## config.mk

```make
export PLATFORM = sky130hd
export DESIGN_NAME = bridge_frame_filter
export DESIGN_NICKNAME = d
export VERILOG_FILES = /design/src/rtl/bfilt_pkg.sv /design/src/rtl/bfilt_reach_table.sv /design/src/rtl/bfilt_payload_buf.sv /design/src/rtl/bfilt_hdr_ctl.sv /design/src/rtl/bridge_frame_filter.sv
export SDC_FILE = /design/constraint.sdc
export NUM_CORES = 2
export LEC_CHECK = 0
export BUFFER_PORTS_ARGS = -buffer_cell sky130_fd_sc_hd__buf_2
export CAP_MARGIN = 10
export CORE_MARGIN = 5
export CORE_UTILIZATION = 45
export CTS_BUF_LIST = sky130_fd_sc_hd__clkbuf_16
export CTS_CLUSTER_DIAMETER = 80
export DETAILED_ROUTE_END_ITERATION = 10
export SLEW_MARGIN = 10
export SYNTH_ARGS = -nofsm -noshare
export SYNTH_HDL_FRONTEND = slang
export SYNTH_SLANG_ARGS = --single-unit
```

## constraint.sdc

```tcl
create_clock -name clk -period 7.25 [get_ports clk]
set_input_delay 1.0875 -clock clk [delete_from_list [all_inputs] [get_ports clk]]
set_output_delay 1.0875 -clock clk [all_outputs]
set_load 0.05 [all_outputs]
```

## src/rtl/bfilt_pkg.sv

```systemverilog
package bfilt_pkg;

   typedef enum logic [1:0] {
      VERD_DROP  = 2'd0,
      VERD_FWD   = 2'd1,
      VERD_PROTO = 2'd2
   } verdict_e;

   typedef enum logic [2:0] {
      RSN_NONE     = 3'd0,
      RSN_NET_ZERO = 3'd1,
      RSN_UNREACH  = 3'd2,
      RSN_BAD_END  = 3'd3,
      RSN_OVERFLOW = 3'd4,
      RSN_RUNT     = 3'd5
   } reason_e;

   typedef enum logic [1:0] {
      ST_STN  = 2'd0,
      ST_NET  = 2'd1,
      ST_BODY = 2'd2,
      ST_SKIP = 2'd3
   } hdr_state_e;

endpackage

```

## src/rtl/bfilt_reach_table.sv

```systemverilog
module bfilt_reach_table #(
   parameter int DATA_W    = 8,
   parameter int OWN_NET_A = 1,
   parameter int OWN_NET_B = 2
) (
   input  logic              clk,
   input  logic              rst_n,
   input  logic              wr_en,
   input  logic              wr_side,
   input  logic [DATA_W-1:0] wr_net,
   input  logic              wr_set,
   input  logic              lk_side,
   input  logic [DATA_W-1:0] lk_net,
   output logic              lk_hit
);
   localparam int DEPTH = 1 << DATA_W;
   localparam int BCAST = DEPTH - 1;

   generate
      if (OWN_NET_A <= 0 || OWN_NET_A >= BCAST) begin : g_bad_a
         $error("OWN_NET_A must lie strictly between 0 and the broadcast network");
      end
      if (OWN_NET_B <= 0 || OWN_NET_B >= BCAST) begin : g_bad_b
         $error("OWN_NET_B must lie strictly between 0 and the broadcast network");
      end
   endgenerate

   logic [1:0] hit_side;

   for (genvar s = 0; s < 2; s++) begin : g_side
      logic [DEPTH-1:0] bits;

      always_ff @(posedge clk) begin
         if (!rst_n) begin
            bits            <= '0;
            bits[OWN_NET_A] <= 1'b1;
            bits[OWN_NET_B] <= 1'b1;
            bits[BCAST]     <= 1'b1;
         end else if (wr_en && (int'(wr_side) == s)) begin
            bits[wr_net] <= wr_set;
         end
      end

      assign hit_side[s] = bits[lk_net];

      AST_TBL_WRITE: assert property (@(posedge clk) disable iff (!rst_n)
         (wr_en && (int'(wr_side) == s)) |=> (bits[$past(wr_net)] == $past(wr_set)));
   end

   assign lk_hit = lk_side ? hit_side[1] : hit_side[0];

endmodule

```

## src/rtl/bfilt_payload_buf.sv

```systemverilog
module bfilt_payload_buf #(
   parameter int DATA_W    = 8,
   parameter int BUF_DEPTH = 20,
   parameter int ADDR_W    = 5
) (
   input  logic              clk,
   input  logic              wr_en,
   input  logic [ADDR_W-1:0] wr_addr,
   input  logic [DATA_W-1:0] wr_data,
   input  logic [ADDR_W-1:0] rd_addr,
   output logic [DATA_W-1:0] rd_data
);
   localparam int SLOTS = 1 << ADDR_W;

   generate
      if (SLOTS < BUF_DEPTH) begin : g_bad_addr
         $error("ADDR_W too narrow for BUF_DEPTH");
      end
   endgenerate

   logic [DATA_W-1:0] mem [SLOTS];

   always_ff @(posedge clk) begin
      if (wr_en) mem[wr_addr] <= wr_data;
   end

   assign rd_data = (int'(rd_addr) < BUF_DEPTH) ? mem[rd_addr] : '0;

endmodule

```

## src/rtl/bfilt_hdr_ctl.sv

```systemverilog
module bfilt_hdr_ctl
   import bfilt_pkg::*;
#(
   parameter int DATA_W     = 8,
   parameter int BUF_DEPTH  = 20,
   parameter int LEN_W      = 5,
   parameter int PROTO_PORT = 'h9C,
   parameter int CTRL_BASE  = 'h80,
   parameter int NUM_CTRL   = 4,
   parameter int SEL_W      = 2
) (
   input  logic              clk,
   input  logic              rst_n,
   input  logic              in_valid,
   input  logic [DATA_W-1:0] in_data,
   input  logic              in_last,
   input  logic              in_frame_ok,
   input  logic              lk_hit,
   output logic              buf_we,
   output logic [LEN_W-1:0]  buf_waddr,
   output logic              res_valid,
   output verdict_e          res_verdict,
   output reason_e           res_reason,
   output logic [SEL_W-1:0]  res_ctrl_sel,
   output logic [DATA_W-1:0] res_dst_stn,
   output logic [DATA_W-1:0] res_dst_net,
   output logic [LEN_W-1:0]  res_len
);
   localparam logic [LEN_W-1:0]  FULL     = LEN_W'(BUF_DEPTH);
   localparam logic [LEN_W-1:0]  ONE      = LEN_W'(1);
   localparam logic [DATA_W-1:0] ALL_ONES = {DATA_W{1'b1}};
   localparam logic [DATA_W-1:0] PPORT    = DATA_W'(PROTO_PORT);

   hdr_state_e        state_q, state_d;
   logic [LEN_W-1:0]  cnt_q;
   logic              ovf_q;
   logic [DATA_W-1:0] stn_q, net_q, ctrl_q, port_q;

   logic              emit;
   verdict_e          verd_d;
   reason_e           rsn_d;
   logic [SEL_W-1:0]  sel_d;
   logic              store;
   logic [DATA_W-1:0] port_now;
   int                ctrl_off;
   logic              is_proto;

   assign port_now = (cnt_q == ONE) ? in_data : port_q;
   assign ctrl_off = int'(ctrl_q) - CTRL_BASE;
   assign is_proto = (stn_q == ALL_ONES) && (net_q == ALL_ONES) && (port_now == PPORT)
                     && (ctrl_off >= 0) && (ctrl_off < NUM_CTRL);

   always_comb begin
      state_d = state_q;
      emit    = 1'b0;
      verd_d  = VERD_DROP;
      rsn_d   = RSN_NONE;
      sel_d   = '0;
      store   = 1'b0;
      case (state_q)
         ST_STN: begin
            if (in_valid) begin
               if (in_last) begin
                  emit  = 1'b1;
                  rsn_d = RSN_RUNT;
               end else begin
                  state_d = ST_NET;
               end
            end
         end
         ST_NET: begin
            if (in_valid) begin
               if (in_data == '0) begin
                  emit    = 1'b1;
                  rsn_d   = RSN_NET_ZERO;
                  state_d = in_last ? ST_STN : ST_SKIP;
               end else if (!lk_hit) begin
                  emit    = 1'b1;
                  rsn_d   = RSN_UNREACH;
                  state_d = in_last ? ST_STN : ST_SKIP;
               end else if (in_last) begin
                  emit    = 1'b1;
                  rsn_d   = RSN_RUNT;
                  state_d = ST_STN;
               end else begin
                  state_d = ST_BODY;
               end
            end
         end
         ST_BODY: begin
            if (in_valid) begin
               store = (cnt_q < FULL);
               if (in_last) begin
                  emit    = 1'b1;
                  state_d = ST_STN;
                  if (!in_frame_ok) begin
                     rsn_d = RSN_BAD_END;
                  end else if (ovf_q || (cnt_q == FULL)) begin
                     rsn_d = RSN_OVERFLOW;
                  end else if (cnt_q == '0) begin
                     rsn_d = RSN_RUNT;
                  end else if (is_proto) begin
                     verd_d = VERD_PROTO;
                     sel_d  = SEL_W'(ctrl_off);
                  end else begin
                     verd_d = VERD_FWD;
                  end
               end
            end
         end
         ST_SKIP: begin
            if (in_valid && in_last) state_d = ST_STN;
         end
         default: state_d = ST_STN;
      endcase
   end

   always_ff @(posedge clk) begin
      if (!rst_n) begin
         state_q      <= ST_STN;
         cnt_q        <= '0;
         ovf_q        <= 1'b0;
         stn_q        <= '0;
         net_q        <= '0;
         ctrl_q       <= '0;
         port_q       <= '0;
         res_valid    <= 1'b0;
         res_verdict  <= VERD_DROP;
         res_reason   <= RSN_NONE;
         res_ctrl_sel <= '0;
         res_dst_stn  <= '0;
         res_dst_net  <= '0;
         res_len      <= '0;
      end else begin
         state_q   <= state_d;
         res_valid <= emit;
         if (in_valid) begin
            case (state_q)
               ST_STN: begin
                  stn_q <= in_data;
                  cnt_q <= '0;
                  ovf_q <= 1'b0;
               end
               ST_NET: net_q <= in_data;
               ST_BODY: begin
                  if (cnt_q == '0) ctrl_q <= in_data;
                  if (cnt_q == ONE) port_q <= in_data;
                  if (store) cnt_q <= cnt_q + ONE;
                  else       ovf_q <= 1'b1;
               end
               default: ;
            endcase
         end
         if (emit) begin
            res_verdict  <= verd_d;
            res_reason   <= rsn_d;
            res_ctrl_sel <= sel_d;
            res_dst_stn  <= (state_q == ST_STN) ? in_data : stn_q;
            res_dst_net  <= (state_q == ST_STN) ? '0 :
                            (state_q == ST_NET) ? in_data : net_q;
            res_len      <= (state_q != ST_BODY) ? '0 :
                            store ? (cnt_q + ONE) : cnt_q;
         end
      end
   end

   assign buf_we    = store;
   assign buf_waddr = cnt_q;

   AST_NET0_DROP: assert property (@(posedge clk) disable iff (!rst_n)
      (res_valid && (res_dst_net == '0)) |-> (res_verdict == VERD_DROP));
   AST_PROTO_BCAST: assert property (@(posedge clk) disable iff (!rst_n)
      (res_valid && (res_verdict == VERD_PROTO)) |-> ((res_dst_stn == ALL_ONES) && (res_dst_net == ALL_ONES)));
   AST_NO_OVERFLOW: assert property (@(posedge clk) disable iff (!rst_n)
      (res_len <= FULL));
   AST_REASON_MATCH: assert property (@(posedge clk) disable iff (!rst_n)
      res_valid |-> ((res_verdict == VERD_DROP) == (res_reason != RSN_NONE)));
   AST_SKIP_SILENT: assert property (@(posedge clk) disable iff (!rst_n)
      (state_q == ST_SKIP) |=> !res_valid);

endmodule

```

## src/rtl/bridge_frame_filter.sv

```systemverilog
module bridge_frame_filter #(
   parameter int DATA_W     = 8,
   parameter int BUF_DEPTH  = 20,
   parameter int OWN_NET_A  = 1,
   parameter int OWN_NET_B  = 2,
   parameter int PROTO_PORT = 'h9C,
   parameter int CTRL_BASE  = 'h80,
   parameter int NUM_CTRL   = 4,
   localparam int SEL_W     = $clog2(NUM_CTRL),
   localparam int LEN_W     = $clog2(BUF_DEPTH + 1)
) (
   input  logic              clk,
   input  logic              rst_n,
   input  logic              in_valid,
   input  logic [DATA_W-1:0] in_data,
   input  logic              in_last,
   input  logic              in_frame_ok,
   input  logic              in_side,
   input  logic              tbl_we,
   input  logic              tbl_side,
   input  logic [DATA_W-1:0] tbl_net,
   input  logic              tbl_set,
   output logic              res_valid,
   output logic [1:0]        res_verdict,
   output logic [2:0]        res_reason,
   output logic [SEL_W-1:0]  res_ctrl_sel,
   output logic [DATA_W-1:0] res_dst_stn,
   output logic [DATA_W-1:0] res_dst_net,
   output logic [LEN_W-1:0]  res_len,
   input  logic [LEN_W-1:0]  buf_rd_addr,
   output logic [DATA_W-1:0] buf_rd_data
);
   import bfilt_pkg::*;

   generate
      if (DATA_W < 4 || DATA_W > 10) begin : g_bad_w
         $error("DATA_W must be between 4 and 10");
      end
      if (BUF_DEPTH < 2) begin : g_bad_depth
         $error("BUF_DEPTH must hold at least control and port bytes");
      end
      if (NUM_CTRL < 2 || (NUM_CTRL & (NUM_CTRL - 1)) != 0) begin : g_bad_ctrl
         $error("NUM_CTRL must be a power of two of at least 2");
      end
      if (CTRL_BASE + NUM_CTRL > (1 << DATA_W) || PROTO_PORT >= (1 << DATA_W)) begin : g_bad_code
         $error("protocol codes do not fit a frame byte");
      end
   endgenerate

   logic             lk_hit;
   logic             buf_we;
   logic [LEN_W-1:0] buf_waddr;
   verdict_e         verd;
   reason_e          rsn;

   bfilt_reach_table #(
      .DATA_W   (DATA_W),
      .OWN_NET_A(OWN_NET_A),
      .OWN_NET_B(OWN_NET_B)
   ) table_i (
      .clk    (clk),
      .rst_n  (rst_n),
      .wr_en  (tbl_we),
      .wr_side(tbl_side),
      .wr_net (tbl_net),
      .wr_set (tbl_set),
      .lk_side(in_side),
      .lk_net (in_data),
      .lk_hit (lk_hit)
   );

   bfilt_hdr_ctl #(
      .DATA_W    (DATA_W),
      .BUF_DEPTH (BUF_DEPTH),
      .LEN_W     (LEN_W),
      .PROTO_PORT(PROTO_PORT),
      .CTRL_BASE (CTRL_BASE),
      .NUM_CTRL  (NUM_CTRL),
      .SEL_W     (SEL_W)
   ) ctl_i (
      .clk         (clk),
      .rst_n       (rst_n),
      .in_valid    (in_valid),
      .in_data     (in_data),
      .in_last     (in_last),
      .in_frame_ok (in_frame_ok),
      .lk_hit      (lk_hit),
      .buf_we      (buf_we),
      .buf_waddr   (buf_waddr),
      .res_valid   (res_valid),
      .res_verdict (verd),
      .res_reason  (rsn),
      .res_ctrl_sel(res_ctrl_sel),
      .res_dst_stn (res_dst_stn),
      .res_dst_net (res_dst_net),
      .res_len     (res_len)
   );

   bfilt_payload_buf #(
      .DATA_W   (DATA_W),
      .BUF_DEPTH(BUF_DEPTH),
      .ADDR_W   (LEN_W)
   ) buf_i (
      .clk    (clk),
      .wr_en  (buf_we),
      .wr_addr(buf_waddr),
      .wr_data(in_data),
      .rd_addr(buf_rd_addr),
      .rd_data(buf_rd_data)
   );

   assign res_verdict = verd;
   assign res_reason  = rsn;

endmodule

```

==> results.json <==
{
  "slew_headroom_pct": 12.3,
  "post_cts_buffers": 0,
  "worst_slew_pin_slew_ns": 1.31,
  "setup_viol": 0,
  "rr_startpoint": "table_i.g_side[0].bits[215]",
  "highest_layer": "met5",
  "dr.pass1.iters": 6,
  "drc": 0,
  "holdPathStages": 2,
  "crit_path_end_kind": "primary output",
  "seq_power_share_pct": 46.4,
  "p_per_area_mw_per_mm2": 251,
  "cellLeakagePower_nw": 12.1,
  "syn_area_sq_mm": 0.0330,
  "cts_tree": "built",
  "finalHoldViolations": 0,
  "cts_hold_buf": 0,
  "synth_top_area_cell": "dfxtp_1",
  "clk_path_buf_depth": 3,
  "reg2reg_slack_ns": 3.71,
  "stdcell_area_sq_mm": 0.0364,
  "ctsResizeCount": 0,
  "slowest_stage": "buf_2",
  "post-place-ws_ns": 2.03,
  "drt-met1-wl_um": 47600,
  "regToRegEndpoint": "ctl_i.res_dst_net[6]",
  "critPathKind": "in -> out",
  "yosysMostFrequentCell": "dfxtp_1",
  "clock-sinks": 741,
  "setup_tns_ns": 0,
  "crit_arrival_ns": 3.57,
  "htreeDepth": 3,
  "power_frac_clock_pct": 46.4,
  "fin_crit_sh_pct": 64.2,
  "fin_cells": 4412,
  "drive_gt1_share_pct": 12.7,
  "hold_end": "ctl_i.port_q[5]",
  "vias": 28400,
  "nNetsFinal": 3424,
  "path_cells": "buf_2 -> buf_4 -> mux4_2 -> mux2i_1 -> nor2_1 -> a21oi_1 -> o21ai_0 -> buf_2",
  "place_area_sq_mm": 0.0337,
  "power_mw": 9.15,
  "clock_latency_ns": 0.65,
  "synth_fp_nets": 3570,
  "grt.total_usage_pct": 28.0,
  "cts.clk_slew.worst_paths_ns": 0.06,
  "avgSynthCellArea_sq_um": 9.33,
  "crit_required_ns": 6.16,
  "ys_top_cells_by_area": "dfxtp_1, edfxtp_1, mux4_2",
  "wire_per_inst_um": 26.1,
  "fill_cells": 6694,
  "die_height_um": 281,
  "power_frac_comb_pct": 7.2,
  "rows": 99,
  "synthToLayoutAreaGrowth_pct": 10.4,
  "synthArstFlopShare_pct": 0,
  "root_buffer": "clkbuf_16",
  "ir_worst_vdd_v": 0.000169,
  "reg2reg_depth": 8,
  "max_cap_violations": 0,
  "wl_um": 115000,
  "viasPerCell": 6.43,
  "slew_viol_final": 0,
  "internal-power_mw": 6.88,
  "start_util_pct": 45.3,
  "max_freq_mhz": 215,
  "grt_max_degree": 222,
  "ioPinCount": 67,
  "dieArea_sq_mm": 0.0788,
  "ys_seq_area_share_pct": 49.8,
  "cts_buffers": 81,
  "place_hpwl_um": 61700,
  "synth_edf_count": 160,
  "grt_pass1_wl_um": 171000,
  "drt_iter0_drc": 4342,
  "fin_skew_ns": 0.0257,
  "grt-ovfl-total": 0,
  "min_from": "ctl_i.port_q[5]",
  "synthCells": 3536,
  "antenna_found_initial": 6,
  "p_switching_mw": 2.27,
  "dp_cells": 4266,
  "ys_warn_count": 0,
  "slowest_delay_ns": 0.67,
  "ant_nets": 0,
  "fin_crit_ns": 4.65,
  "worst_slack_ns": 2.60,
  "sw_frac_of_total_pct": 24.8,
  "gp_congestion": 0.838,
  "fp.coreArea_sq_mm": 0.0728,
  "synthDistinctLibCells": 66,
  "dieWidth_um": 281,
  "synthFlopType": "dfxtp_1",
  "grt_pass1_vias": 26400,
  "synth_commonest_cells": "dfxtp_1, a21oi_1, o21ai_0",
  "synth.top_cell.area_share_pct": 35.3,
  "path_max_fanout": 25,
  "route.met2.wl_um": 52300,
  "io_buffer_count": 66,
  "worstHoldPathType": "reg -> reg",
  "fin_util_pct": 50.0,
  "wl_met3_um": 11400,
  "cp-start-kind": "primary input",
  "status": "finished, final reports clean",
  "critPathMostFrequentCell": "buf_2",
  "rsz0062_at_grt": "false",
  "synth-seq-cells": 741,
  "holdWs_ns": 0.450
}
power groups by stage:
stage          combinational (mW)  clock, mW  sequential [mW]
6_report                    0.658       4.24             4.25
5_1_grt                     0.686       4.45             4.25
4_1_cts                     0.643       4.29             4.25
3_5_place_dp                0.642          0             4.34
3_3_place_gp                0.641          0             4.34
2_1_floorplan               0.381          0             4.37
sequential cells by signal, summed over array words and instances (netlist names), 3 cells and up:
signal	count
ctl_i.ctrl_q	8
ctl_i.res_reason	3
ctl_i.res_dst_net	8
ctl_i.stn_q	8
ctl_i.net_q	8
buf_i.mem	160
table_i.g_side.bits	512
ctl_i.res_len	5
ctl_i.port_q	8
ctl_i.buf_waddr	5
ctl_i.res_dst_stn	8
critical path: cells and delay by family:
kind	cells	cell delay [ns]
buffers and inverters	3	1.33
AO/OA/AOI/OAI	2	0.28
multiplexers	2	0.78
AND/OR/NAND/NOR	1	0.07
worst max path at each step:
| stage | start | slack (ns) | cells after the start | endpoint |
|---|---|---|---|---|
| floorplan | buf_rd_addr[0] | 2.80 | 7 | buf_rd_data[0] |
| global route | buf_rd_addr[0] | 2.33 | 8 | buf_rd_data[1] |
| global placement | in_data[0] | 1.99 | 11 | ctl_i.res_dst_net[6] |
| finish | buf_rd_addr[0] | 2.60 | 8 | buf_rd_data[7] |
| CTS | buf_rd_addr[0] | 2.52 | 8 | buf_rd_data[7] |
| detailed placement | in_data[0] | 2.03 | 9 | ctl_i.res_dst_net[1] |
cells by family (layout without fill, tap and decap cells):
logic type / Yosys count / after routing / share of synthesized area (%)
compound gates: 1213 / 1213 / 19.5
xor+xnor: 4 / 4 / 0.106
fa+ha+maj: 4 / 4 / 0.152
buf+inv: 365 / 280 / 4.54
flops: 741 / 741 / 49.8
mux: 250 / 250 / 13.0
other cells: 0 / 2 / 0
simple gates: 959 / 959 / 12.9
layout make-up:
| type | count | area, sq um | area share, % |
|---|---|---|---|
| repair buffers | 125 | 817 | 2.24 |
| clock inverters | 60 | 596 | 1.64 |
| clock buffers | 84 | 2100 | 5.77 |
| flip-flops and latches | 741 | 16400 | 45.1 |
| multi-input cells | 2430 | 15200 | 41.8 |
| inverters | 11 | 48.8 | 0.134 |
| well taps | 959 | 1200 | 3.29 |
| diodes | 2 | 5.00 | 0.0137 |
metal layers:
layer | vias up | global-route usage (%)
li1 | 12600 | -
met1 | 13900 | 40.2
met2 | 1599 | 43.4
met3 | 270 | 5.36
met4 | 4 | 8.68
met5 | - | 0
cell usage in the layout, fill, tap and decap left out, types with 13 or more instances in the layout:
cell type,n
nor2_1,342
nor2b_1,23
clkinv_2,15
nand3_1,308
inv_1,24
nor3_1,20
dfxtp_1,581
clkbuf_16,84
clkinv_1,13
a21oi_1,570
buf_2,61
nand2_1,174
buf_4,59
a32oi_1,17
mux4_2,142
a22oi_1,37
mux2_2,13
o21ai_0,529
edfxtp_1,160
nand2b_1,19
mux2i_1,95
(Power assumes the default switching activity.)
